===== src/rtl/qrc_pkg.sv =====
package qrc_pkg;
  localparam int INSTR_W   = 8;
  localparam int PC_W      = 4;
  localparam int MEM_DEPTH = 1 << PC_W;
  localparam int NUM_REGS  = 4;
  localparam int REG_SEL_W = $clog2(NUM_REGS);

  typedef enum logic [1:0] {
    OP_MOVC = 2'b00,
    OP_ADDC = 2'b01,
    OP_SUBB = 2'b10,
    OP_CTRL = 2'b11
  } opcode_e;

  typedef enum logic [1:0] {
    CIN_ZERO   = 2'b00,
    CIN_ONE    = 2'b01,
    CIN_CARRY  = 2'b10,
    CIN_NCARRY = 2'b11
  } cinSel_e;

  typedef enum logic [1:0] {
    ST_FETCH = 2'b00,
    ST_EXEC  = 2'b01,
    ST_HALT  = 2'b10
  } coreState_e;

  typedef struct packed {
    logic                 aluEn;
    opcode_e              op;
    cinSel_e              cinSel;
    logic [REG_SEL_W-1:0] srcSel;
    logic [REG_SEL_W-1:0] dstSel;
    logic                 inLoad;
    logic                 outDrive;
  } ctlStrobe_t;
endpackage


===== src/rtl/qrc_alu.sv =====
module qrc_alu
  import qrc_pkg::*;
#(
  parameter int DATA_W = 8
) (
  input  opcode_e           op,
  input  cinSel_e           cinSel,
  input  logic              carryFlag,
  input  logic [DATA_W-1:0] srcVal,
  input  logic [DATA_W-1:0] dstVal,
  output logic [DATA_W-1:0] result,
  output logic              carryOut
);
  logic              cin;
  logic [DATA_W-1:0] opA, opB;
  logic              addIn;
  logic [DATA_W:0]   sum;

  always_comb begin
    unique case (cinSel)
      CIN_ZERO:   cin = 1'b0;
      CIN_ONE:    cin = 1'b1;
      CIN_CARRY:  cin = carryFlag;
      default:    cin = ~carryFlag;
    endcase
  end

  // Subtraction reuses the adder: dst + ~src + ~cin equals dst - src - cin.
  always_comb begin
    unique case (op)
      OP_MOVC: begin opA = srcVal; opB = '0;      addIn = cin;  end
      OP_ADDC: begin opA = srcVal; opB = dstVal;  addIn = cin;  end
      OP_SUBB: begin opA = dstVal; opB = ~srcVal; addIn = ~cin; end
      default: begin opA = '0;     opB = '0;      addIn = 1'b0; end
    endcase
  end

  assign sum      = {1'b0, opA} + {1'b0, opB} + {{DATA_W{1'b0}}, addIn};
  assign result   = sum[DATA_W-1:0];
  assign carryOut = sum[DATA_W];
endmodule


===== src/rtl/qrc_datapath.sv =====
module qrc_datapath
  import qrc_pkg::*;
#(
  parameter int DATA_W = 8
) (
  input  logic              clk,
  input  logic              rstN,
  input  ctlStrobe_t        ctl,
  input  logic [DATA_W-1:0] inData,
  output logic              carryFlag,
  output logic [DATA_W-1:0] outData,
  output logic              outStrobe
);
  logic [DATA_W-1:0] regFile [NUM_REGS];
  logic [DATA_W-1:0] aluRes;
  logic              aluCarry;
  logic              wrEn;
  logic [DATA_W-1:0] wrData;

  qrc_alu #(.DATA_W(DATA_W)) uAlu (
    .op       (ctl.op),
    .cinSel   (ctl.cinSel),
    .carryFlag(carryFlag),
    .srcVal   (regFile[ctl.srcSel]),
    .dstVal   (regFile[ctl.dstSel]),
    .result   (aluRes),
    .carryOut (aluCarry)
  );

  assign wrEn   = ctl.aluEn | ctl.inLoad;
  assign wrData = ctl.inLoad ? inData : aluRes;

  for (genvar g = 0; g < NUM_REGS; g++) begin : gReg
    always_ff @(posedge clk or negedge rstN) begin
      if (!rstN) regFile[g] <= '0;
      else if (wrEn && ctl.dstSel == REG_SEL_W'(g)) regFile[g] <= wrData;
    end

    // only the register named by the destination field may change.
    p_reg_hold_r4: assert property (@(posedge clk) disable iff (!rstN)
      !(wrEn && ctl.dstSel == REG_SEL_W'(g)) |=> $stable(regFile[g]));
  end

  always_ff @(posedge clk or negedge rstN) begin
    if (!rstN) carryFlag <= 1'b0;
    else if (ctl.aluEn) carryFlag <= aluCarry;
  end

  always_ff @(posedge clk or negedge rstN) begin
    if (!rstN) begin
      outData   <= '0;
      outStrobe <= 1'b0;
    end else begin
      outStrobe <= ctl.outDrive;
      if (ctl.outDrive) outData <= regFile[ctl.dstSel];
    end
  end

  p_carry_hold_r7: assert property (@(posedge clk) disable iff (!rstN)
    !ctl.aluEn |=> $stable(carryFlag));
  p_strobe_pulse_r10: assert property (@(posedge clk) disable iff (!rstN)
    outStrobe |=> !outStrobe);
  p_out_hold_r10: assert property (@(posedge clk) disable iff (!rstN)
    !ctl.outDrive |=> $stable(outData));
endmodule


===== src/rtl/qrc_ctrl.sv =====
module qrc_ctrl
  import qrc_pkg::*;
(
  input  logic               clk,
  input  logic               rstN,
  input  logic               progWe,
  input  logic [PC_W-1:0]    progAddr,
  input  logic [INSTR_W-1:0] progData,
  input  logic               carryFlag,
  output ctlStrobe_t         ctl,
  output logic [PC_W-1:0]    pc,
  output logic               halted
);
  logic [INSTR_W-1:0] progMem [MEM_DEPTH];
  logic [INSTR_W-1:0] ir;
  coreState_e         state;
  logic               isCtrl, isXfer, inExec, takeBranch;

  // Program store: writable only while the core sits in reset.
  always_ff @(posedge clk) begin
    if (!rstN && progWe) progMem[progAddr] <= progData;
  end

  assign inExec = (state == ST_EXEC);
  assign isCtrl = (ir[7:6] == 2'b11);
  assign isXfer = isCtrl && (ir[5:4] == 2'b00);

  always_comb begin
    unique case (ir[5:4])
      2'b01:   takeBranch = 1'b1;
      2'b10:   takeBranch = carryFlag;
      2'b11:   takeBranch = ~carryFlag;
      default: takeBranch = 1'b0;
    endcase
  end

  always_ff @(posedge clk or negedge rstN) begin
    if (!rstN) begin
      state <= ST_FETCH;
      pc    <= '0;
      ir    <= '0;
    end else begin
      unique case (state)
        ST_FETCH: begin
          ir    <= progMem[pc];
          state <= ST_EXEC;
        end
        ST_EXEC: begin
          if (isXfer && ir[2]) begin
            state <= ST_HALT;
          end else begin
            state <= ST_FETCH;
            if (isCtrl && !isXfer && takeBranch) pc <= ir[PC_W-1:0];
            else                                 pc <= pc + 1'b1;
          end
        end
        default: state <= ST_HALT;
      endcase
    end
  end

  always_comb begin
    ctl.aluEn    = inExec && !isCtrl;
    ctl.op       = opcode_e'(ir[7:6]);
    ctl.cinSel   = cinSel_e'(ir[5:4]);
    ctl.srcSel   = ir[3:2];
    ctl.dstSel   = ir[1:0];
    ctl.inLoad   = inExec && isXfer && ir[3];
    ctl.outDrive = inExec && isXfer && !ir[3];
  end

  assign halted = (state == ST_HALT);

  p_halt_sticky_r11: assert property (@(posedge clk) disable iff (!rstN)
    halted |=> halted && $stable(pc));
  p_fetch_keeps_pc_r3: assert property (@(posedge clk) disable iff (!rstN)
    (state == ST_FETCH) |=> $stable(pc));
  p_seq_advance_r12: assert property (@(posedge clk) disable iff (!rstN)
    (inExec && !isCtrl) |=> pc == $past(pc) + 1'b1);
  p_jump_target_r8: assert property (@(posedge clk) disable iff (!rstN)
    (inExec && isCtrl && ir[5:4] == 2'b01) |=> pc == $past(ir[PC_W-1:0]));
endmodule


===== src/rtl/quad_reg_cpu.sv =====
module quad_reg_cpu
  import qrc_pkg::*;
#(
  parameter int DATA_W = 8
) (
  input  logic              clk,
  input  logic              rstN,
  input  logic              progWe,
  input  logic [3:0]        progAddr,
  input  logic [7:0]        progData,
  input  logic [DATA_W-1:0] inData,
  output logic [DATA_W-1:0] outData,
  output logic              outStrobe,
  output logic              halted,
  output logic [3:0]        pc
);
  ctlStrobe_t ctl;
  logic       carryFlag;

  qrc_ctrl uCtrl (
    .clk      (clk),
    .rstN     (rstN),
    .progWe   (progWe),
    .progAddr (progAddr),
    .progData (progData),
    .carryFlag(carryFlag),
    .ctl      (ctl),
    .pc       (pc),
    .halted   (halted)
  );

  qrc_datapath #(.DATA_W(DATA_W)) uDp (
    .clk      (clk),
    .rstN     (rstN),
    .ctl      (ctl),
    .inData   (inData),
    .carryFlag(carryFlag),
    .outData  (outData),
    .outStrobe(outStrobe)
  );
endmodule


===== config.mk =====
export PLATFORM = sky130hd
export DESIGN_NAME = quad_reg_cpu
export DESIGN_NICKNAME = d
export VERILOG_FILES = /design/src/rtl/qrc_pkg.sv /design/src/rtl/qrc_alu.sv /design/src/rtl/qrc_datapath.sv /design/src/rtl/qrc_ctrl.sv /design/src/rtl/quad_reg_cpu.sv
export SDC_FILE = /design/constraint.sdc
export NUM_CORES = 1
export LEC_CHECK = 0
export CAP_MARGIN = 20
export CORE_ASPECT_RATIO = 1.5
export CORE_MARGIN = 10
export CORE_UTILIZATION = 54
export DETAILED_ROUTE_END_ITERATION = 7
export PLACE_DENSITY = 0.83
export SLEW_MARGIN = 0
export SYNTH_ARGS = -nofsm -noshare
export SYNTH_HDL_FRONTEND = slang
export SYNTH_HIERARCHICAL = 1
export SYNTH_SLANG_ARGS = --single-unit

===== constraint.sdc =====
create_clock -name clk -period 3.3 [get_ports clk]
set_input_delay 0.66 -clock clk [delete_from_list [all_inputs] [get_ports clk]]
set_output_delay 0.66 -clock clk [all_outputs]
set_load 0.01 [all_outputs]

## Word-level counts from Yosys, hierarchy flattened

Memories as Yosys holds them, arrays and structs flattened. A register that Yosys moved wholly into a read port is not among the register bits.
Cells that the tools add are included.

- Flip-flop bits (word level): 48
- RAM bits: 128
- Input bits: 23
- Output and inout bits: 14
- Memories: 1

- Add/sub/neg operators: 3
- $lt $le $gt $ge: 2
- Eq/ne operators: 11
- Mux-type cells: 17
- Bitwise gates (word level): 7
- Reductions and logical operators: 24

Memories:

| memory | depth | bits a word | rd ports | clocked after Yosys merged registers in | wr ports | line | text |
|---|---|---|---|---|---|---|---|
| uCtrl.progMem | 16 | 8 | 1 | 1 | 1 | qrc_ctrl.sv:14 | `logic [INSTR_W-1:0] progMem [MEM_DEPTH];` |

Operators by type and width:

| kind | number |
|---|---|
| 8-bit two-way mux | 5 |
| 8-bit binary-select mux with 2-bit select | 2 |
| 8-bit one-hot mux with 2 select lines | 2 |
| 2-bit equality test (second input constant) | 7 |
| 1-bit logical AND | 13 |
| 8-bit by 8-bit adder with 9-bit output | 1 |
| 9-bit by 1-bit adder with 9-bit output | 1 |
| 2-bit by 1-bit equality test with 1-bit output (second input constant) | 4 |
| 2-bit logical NOT | 4 |
| 8-bit NOT | 1 |
| 3-bit >= comparator (second input constant) | 2 |
| 2-bit NOT with 3-bit output | 2 |
| 1-bit one-hot mux with 3 select lines | 2 |
| 1-bit logical NOT | 5 |
| 4-bit by 1-bit adder with 4-bit output (second input constant) | 1 |
| 4-bit two-way mux | 1 |
| 2-bit one-hot mux with 2 select lines | 1 |
| 1-bit NOT | 3 |
| 1-bit two-way mux | 2 |
| 2-bit two-way mux | 1 |
| 1-bit one-hot mux with 2 select lines | 1 |
| 2-bit AND reduction | 1 |
| 2-bit OR reduction | 1 |
| 1-bit bitwise OR | 1 |

## Logic depth before layout (Yosys ltp)

- Depth in word-level cells: 9
- Depth in mapped cells: 17
- Depth with buffers taken out: 15

## Modules after synthesis

Netlist, hierarchy kept.

Modules (own cells, without submodules):

| module | times used | cells an instance | area an instance (um2) | sequential area each (um2) |
|---|---|---|---|---|
| qrc_ctrl | 1 | 368 | 5763.0 | 4194.0 |
| qrc_datapath | 1 | 171 | 2218.4 | 1051.0 |
| qrc_alu | 1 | 97 | 658.1 | 0.0 |

## Worst setup path after synthesis

No wires, ideal clock.

- Path kind: register -> register
- From: register uCtrl.ir[2] (read register of uCtrl.progMem)
- To: register uDp/regFile[22] (netlist name)
- Setup time: 0.125 ns
- Data arrival time: 3.292 ns
- Data required time: 3.175 ns
- Path slack: -0.117 ns
- Stages on the path, launching flop included: 15
- Path buffers: 1
- Path through: dfrtp_1 > buf_2 > mux4_2 > nand2b_1 > a21boi_0 > fa_1 > inv_1 > fa_1 > nor2b_1 > o21ai_1 > a21oi_1 > o31a_1 > a21oi_1 > mux2_2 > mux2_2

- Word-level cells in the longest chain between the ends: 9

RTL lines:

| what | line | text |
|---|---|---|
| start, declared | qrc_ctrl.sv:15 | `logic [INSTR_W-1:0] ir;` |
| 2-bit NOT with 3-bit output (implied by the code) (*) | qrc_datapath.sv:24 | `.srcVal (regFile[ctl.srcSel]),` |
| 8-bit binary-select mux with 2-bit select (*) | qrc_datapath.sv:24 |  |
| 8-bit two-way mux (implied by the code) (*) (2 in a row) | qrc_datapath.sv:24 |  |
| 8-bit NOT | qrc_alu.sv:33 | `OP_SUBB: begin opA = dstVal; opB = ~srcVal; addIn = ~cin; end` |
| 8-bit one-hot mux with 2 select lines | qrc_alu.sv:30 | `unique case (op)` |
| 8-bit by 8-bit adder with 9-bit output (*) | qrc_alu.sv:38 | `assign sum = {1'b0, opA} + {1'b0, opB} + {{DATA_W{1'b0}}, addIn};` |
| 9-bit by 1-bit adder with 9-bit output (*) | qrc_alu.sv:38 |  |
| via uDp.aluRes[6] | qrc_datapath.sv:15 | `logic [DATA_W-1:0] aluRes;` |
| 8-bit two-way mux (*) | qrc_datapath.sv:31 | `assign wrData = ctl.inLoad ? inData : aluRes;` |
| end signal, assigned by index | qrc_datapath.sv:36 | `else if (wrEn && ctl.dstSel == REG_SEL_W'(g)) regFile[g] <= wrData;` |
| end, declared | qrc_datapath.sv:14 | `logic [DATA_W-1:0] regFile [NUM_REGS];` |

The timed path passes the listed nets; every way through them passes the cells marked *. The select of a mux whose other input is x is not followed.
A chain may end at the register's enable or synchronous reset.

## Final worst setup path

- From: register uCtrl.ir[1] (read register of uCtrl.progMem)
- To: register uDp/regFile[6] (netlist name)

- Word-level cells in the longest chain between the ends: 8

RTL lines:

| what | line | text |
|---|---|---|
| 2-bit NOT with 3-bit output (implied by the code) (*) | qrc_datapath.sv:25 | `.dstVal (regFile[ctl.dstSel]),` |
| 8-bit binary-select mux with 2-bit select (*) | qrc_datapath.sv:25 |  |
| 8-bit two-way mux (implied by the code) (*) (2 in a row) | qrc_datapath.sv:25 |  |
| 8-bit one-hot mux with 2 select lines | qrc_alu.sv:30 |  |
| 8-bit by 8-bit adder with 9-bit output (*) | qrc_alu.sv:38 |  |
| 9-bit by 1-bit adder with 9-bit output (*) | qrc_alu.sv:38 |  |
| via uDp.aluRes[6] | qrc_datapath.sv:15 |  |
| 8-bit two-way mux (*) | qrc_datapath.sv:31 |  |

Marked as above.

==> impl_metrics.yaml <==
global_route:
  grt_antenna_before_repair: 0
  track_usage_pct: 18.5
  grt_pass1_vias: 5607
  grt_max_degree: 57
  grt_pass1_wl_um: 30500
  gr-total-overflow: 0
synth:
  synth_nets: 673
  synth_area_mm2: 0.00864
  synthTopCellsByArea: "edfxtp_1, dfrtp_1, mux2i_1, mux2_2, a22oi_1"
  synth_edf_count: 128
  ys_seq_elements: 184
  seq_area_frac_synth_pct: 60.7
  syn_area_per_cell_um2: 13.6
  ys.flop_type: "edfxtp_1"
  async_flop_share_pct: 30.4
  synth.most_common_cell: "edfxtp_1"
  yosysWarnings: 6
  synth_area_leader_cell: "edfxtp_1"
  synth_common_cells: "edfxtp_1, mux2i_1, mux2_2"
  synth_top_area_share_pct: 44.5
  netlist_instances: 636
  yosysUniqueCellTypes: 50
placement:
  hpwl_um: 13100
  portBuffers: 36
  gp_congestion: 0.906
  pre_cts_ws_ns: -0.0222
clock_network:
  numCtsBuffers: 17
  clk_pin_slew_ns: 0.07
  cts.sinks: 184
  root_buffer: "clkbuf_16"
  clk_latency_ns: 0.43
  cts_tree: "yes"
  htree_levels: 4
  cts_buffer_depth: 2
layout:
  multi_input_area_mm2: 0.00319
  antenna_cells: 0
  layout.nets: 735
  syn_to_final_growth_pct: 16.2
  fillers: 1150
  register_area_mm2: 0.00525
  drive_gt1_share_pct: 22.4
detailed_routing:
  num_vias: 5489
  ant_nets: 0
  drc: 0
  drtIter0Drc: 496
  viasPerCell: 6.01
  wire_per_inst_um: 21.5
  firstDrtPassIters: 6
  routed_wl_um: 19600
sta:
  clock.fmax_mhz: 304
  period_needed_ns: 3.29
  fin_ws_ns: 0.0115
  hold_viol_final: 0
  finalSetupViolations: 0
  tightest_slew_ns: 0.796
  fin_skew_ns: 0.0113
  maxSlewViolCount: 0
  rsz0062_at_grt: "yes"
  maxSlewHeadroom_pct: 46.8
  period_share_pct: 99.7
setup_path:
  worstPathMaxFanout: 6
  worstSetupPathType: "register to register"
  worstSetupStartpointType: "register"
  worstSetupEndpointType: "register"
  crit_arrival_ns: 3.60
  critPathRequiredTime_ns: 3.62
outcome:
  status: "finished, final reports clean"
floorplanning:
  dieArea_mm2: 0.0216
  start_util_pct: 55.0
  die_x_um: 123
  ios: 37
  die_height_um: 175
  floorplan.core_area_mm2: 0.0157
  rows: 56
power:
  vdd_ir_drop_max_uv: 589
  power.density_mw_per_mm2: 937
  cellLeakagePower_uw: 0.00396
  p_total_uw: 9410
min_path:
  hold_path.class: "primary input to asynchronous set/reset pin"
flow_run:
  drv_cap: 0
[cells by family (layout without fill, tap and decap cells)]
kind of cell | Yosys count | after routing | synth area share [%]
AOI/OAI and AO/OA | 89 | 89 | 7.21
xor gates and xnor gates | 5 | 5 | 0.507
adders and majority gates | 14 | 14 | 2.20
buffers and inverters | 51 | 125 | 3.06
DFF | 184 | 184 | 60.7
muxes | 133 | 133 | 17.4
and+or+nand+nor | 160 | 160 | 8.91
[report_power, final]
group | internal, µW | total, µW | leakage (µW) | switching (µW)
sequential | 2800 | 3150 | 0.00187 | 347
clock | 1140 | 2020 | 0.000280 | 887
combinational | 2030 | 4240 | 0.00182 | 2210
[final timing paths]
check,end,slack [ns],cells past startpoint,from
max reg2reg,uDp/regFile[6],0.01,15,uCtrl/ir[1]
max,uDp/regFile[6],0.01,15,uCtrl/ir[1]
min reg2reg,uDp/outData[7],0.52,2,uDp/outData[7]
max in group asynchronous,uCtrl/pc[1],2.31,2,rstN
min,uDp/regFile[23],0.47,2,rstN
min in group clk,uDp/outData[7],0.52,2,uDp/outData[7]
[layout by cell type, fill, tap and decap left out, types with 3 or more instances in the layout]
cell / instances
mux2i_1: 67
clkdlybuf4s50_1: 35
a21oi_1: 21
buf_12: 3
nor3_1: 5
a21boi_0: 6
nor2b_1: 6
mux2_2: 54
nand2_1: 39
clkbuf_16: 17
xnor2_1: 4
edfxtp_1: 128
a21oi_2: 3
nand2b_1: 9
o21ai_0: 10
and2_1: 3
a22oi_1: 33
nand3_1: 24
mux2_4: 4
ha_1: 12
inv_1: 19
nand2b_4: 3
mux4_2: 8
nor2_1: 54
buf_4: 33
dfrtp_1: 54
inv_6: 5
inv_8: 3
[final cells by class]
type	count	area share (%)
clock buffer	18	4.28
clock inverter	13	1.57
inverter	21	0.785
multi-input combinational	401	31.8
sequential	184	52.3
tap	203	2.53
timing repair buffer	73	6.72
[metrics by stage]
step	hold slack (ns)	std cells	area, µm²	TNS (ns)	utilization, %
CTS	0.480	906	9910	0	63.2
global route	0.514	913	10000	-0.173	64.0
floorplan	0.364	636	8640	0	-
finish	0.473	913	10000	0	64.0
detailed placement	0.519	875	9320	-0.0539	59.4
global placement	0.505	875	9320	0	59.4
[repair_timing]
action / CTS / global route
resized for setup: 3 / 19
setup endpoints to repair: 4 / 17
setup buffers: 0 / 7
pin swaps: 0 / 6
hold buffers: 0 / 0
[critical path: stages, from the launching register on]
cell     delay (ns)
dfrtp_2        0.48
mux2_2         0.27
nor2_1         0.04
nor2_1         0.21
a22oi_2        0.13
nor2_2         0.15
fa_2           0.24
inv_2          0.04
fa_2           0.33
nor2b_1        0.15
o21ai_2        0.09
a21oi_2        0.22
o31a_1         0.19
a21oi_1        0.05
mux2_4         0.29
mux2_4         0.27
[state kept, by name, summed over array words and instances (netlist names)]
name / cells
uCtrl/progMem: 128
uDp/regFile: 32
uCtrl/ir: 8
uDp/outData: 8
uCtrl/pc: 4
uCtrl/state: 2
uDp/carryFlag: 1
uDp/outStrobe: 1
[per-layer routing]
layer  wire (µm)  vias to the layer above  GRT usage [%]
met4         673                        0           9.06
met5           0                        -              0
met2       10500                      219           32.0
met3         937                       41           3.97
met1        7500                     2743           20.9
li1            -                     2486              -
Note: power is estimated with default switching activity, not from simulation.
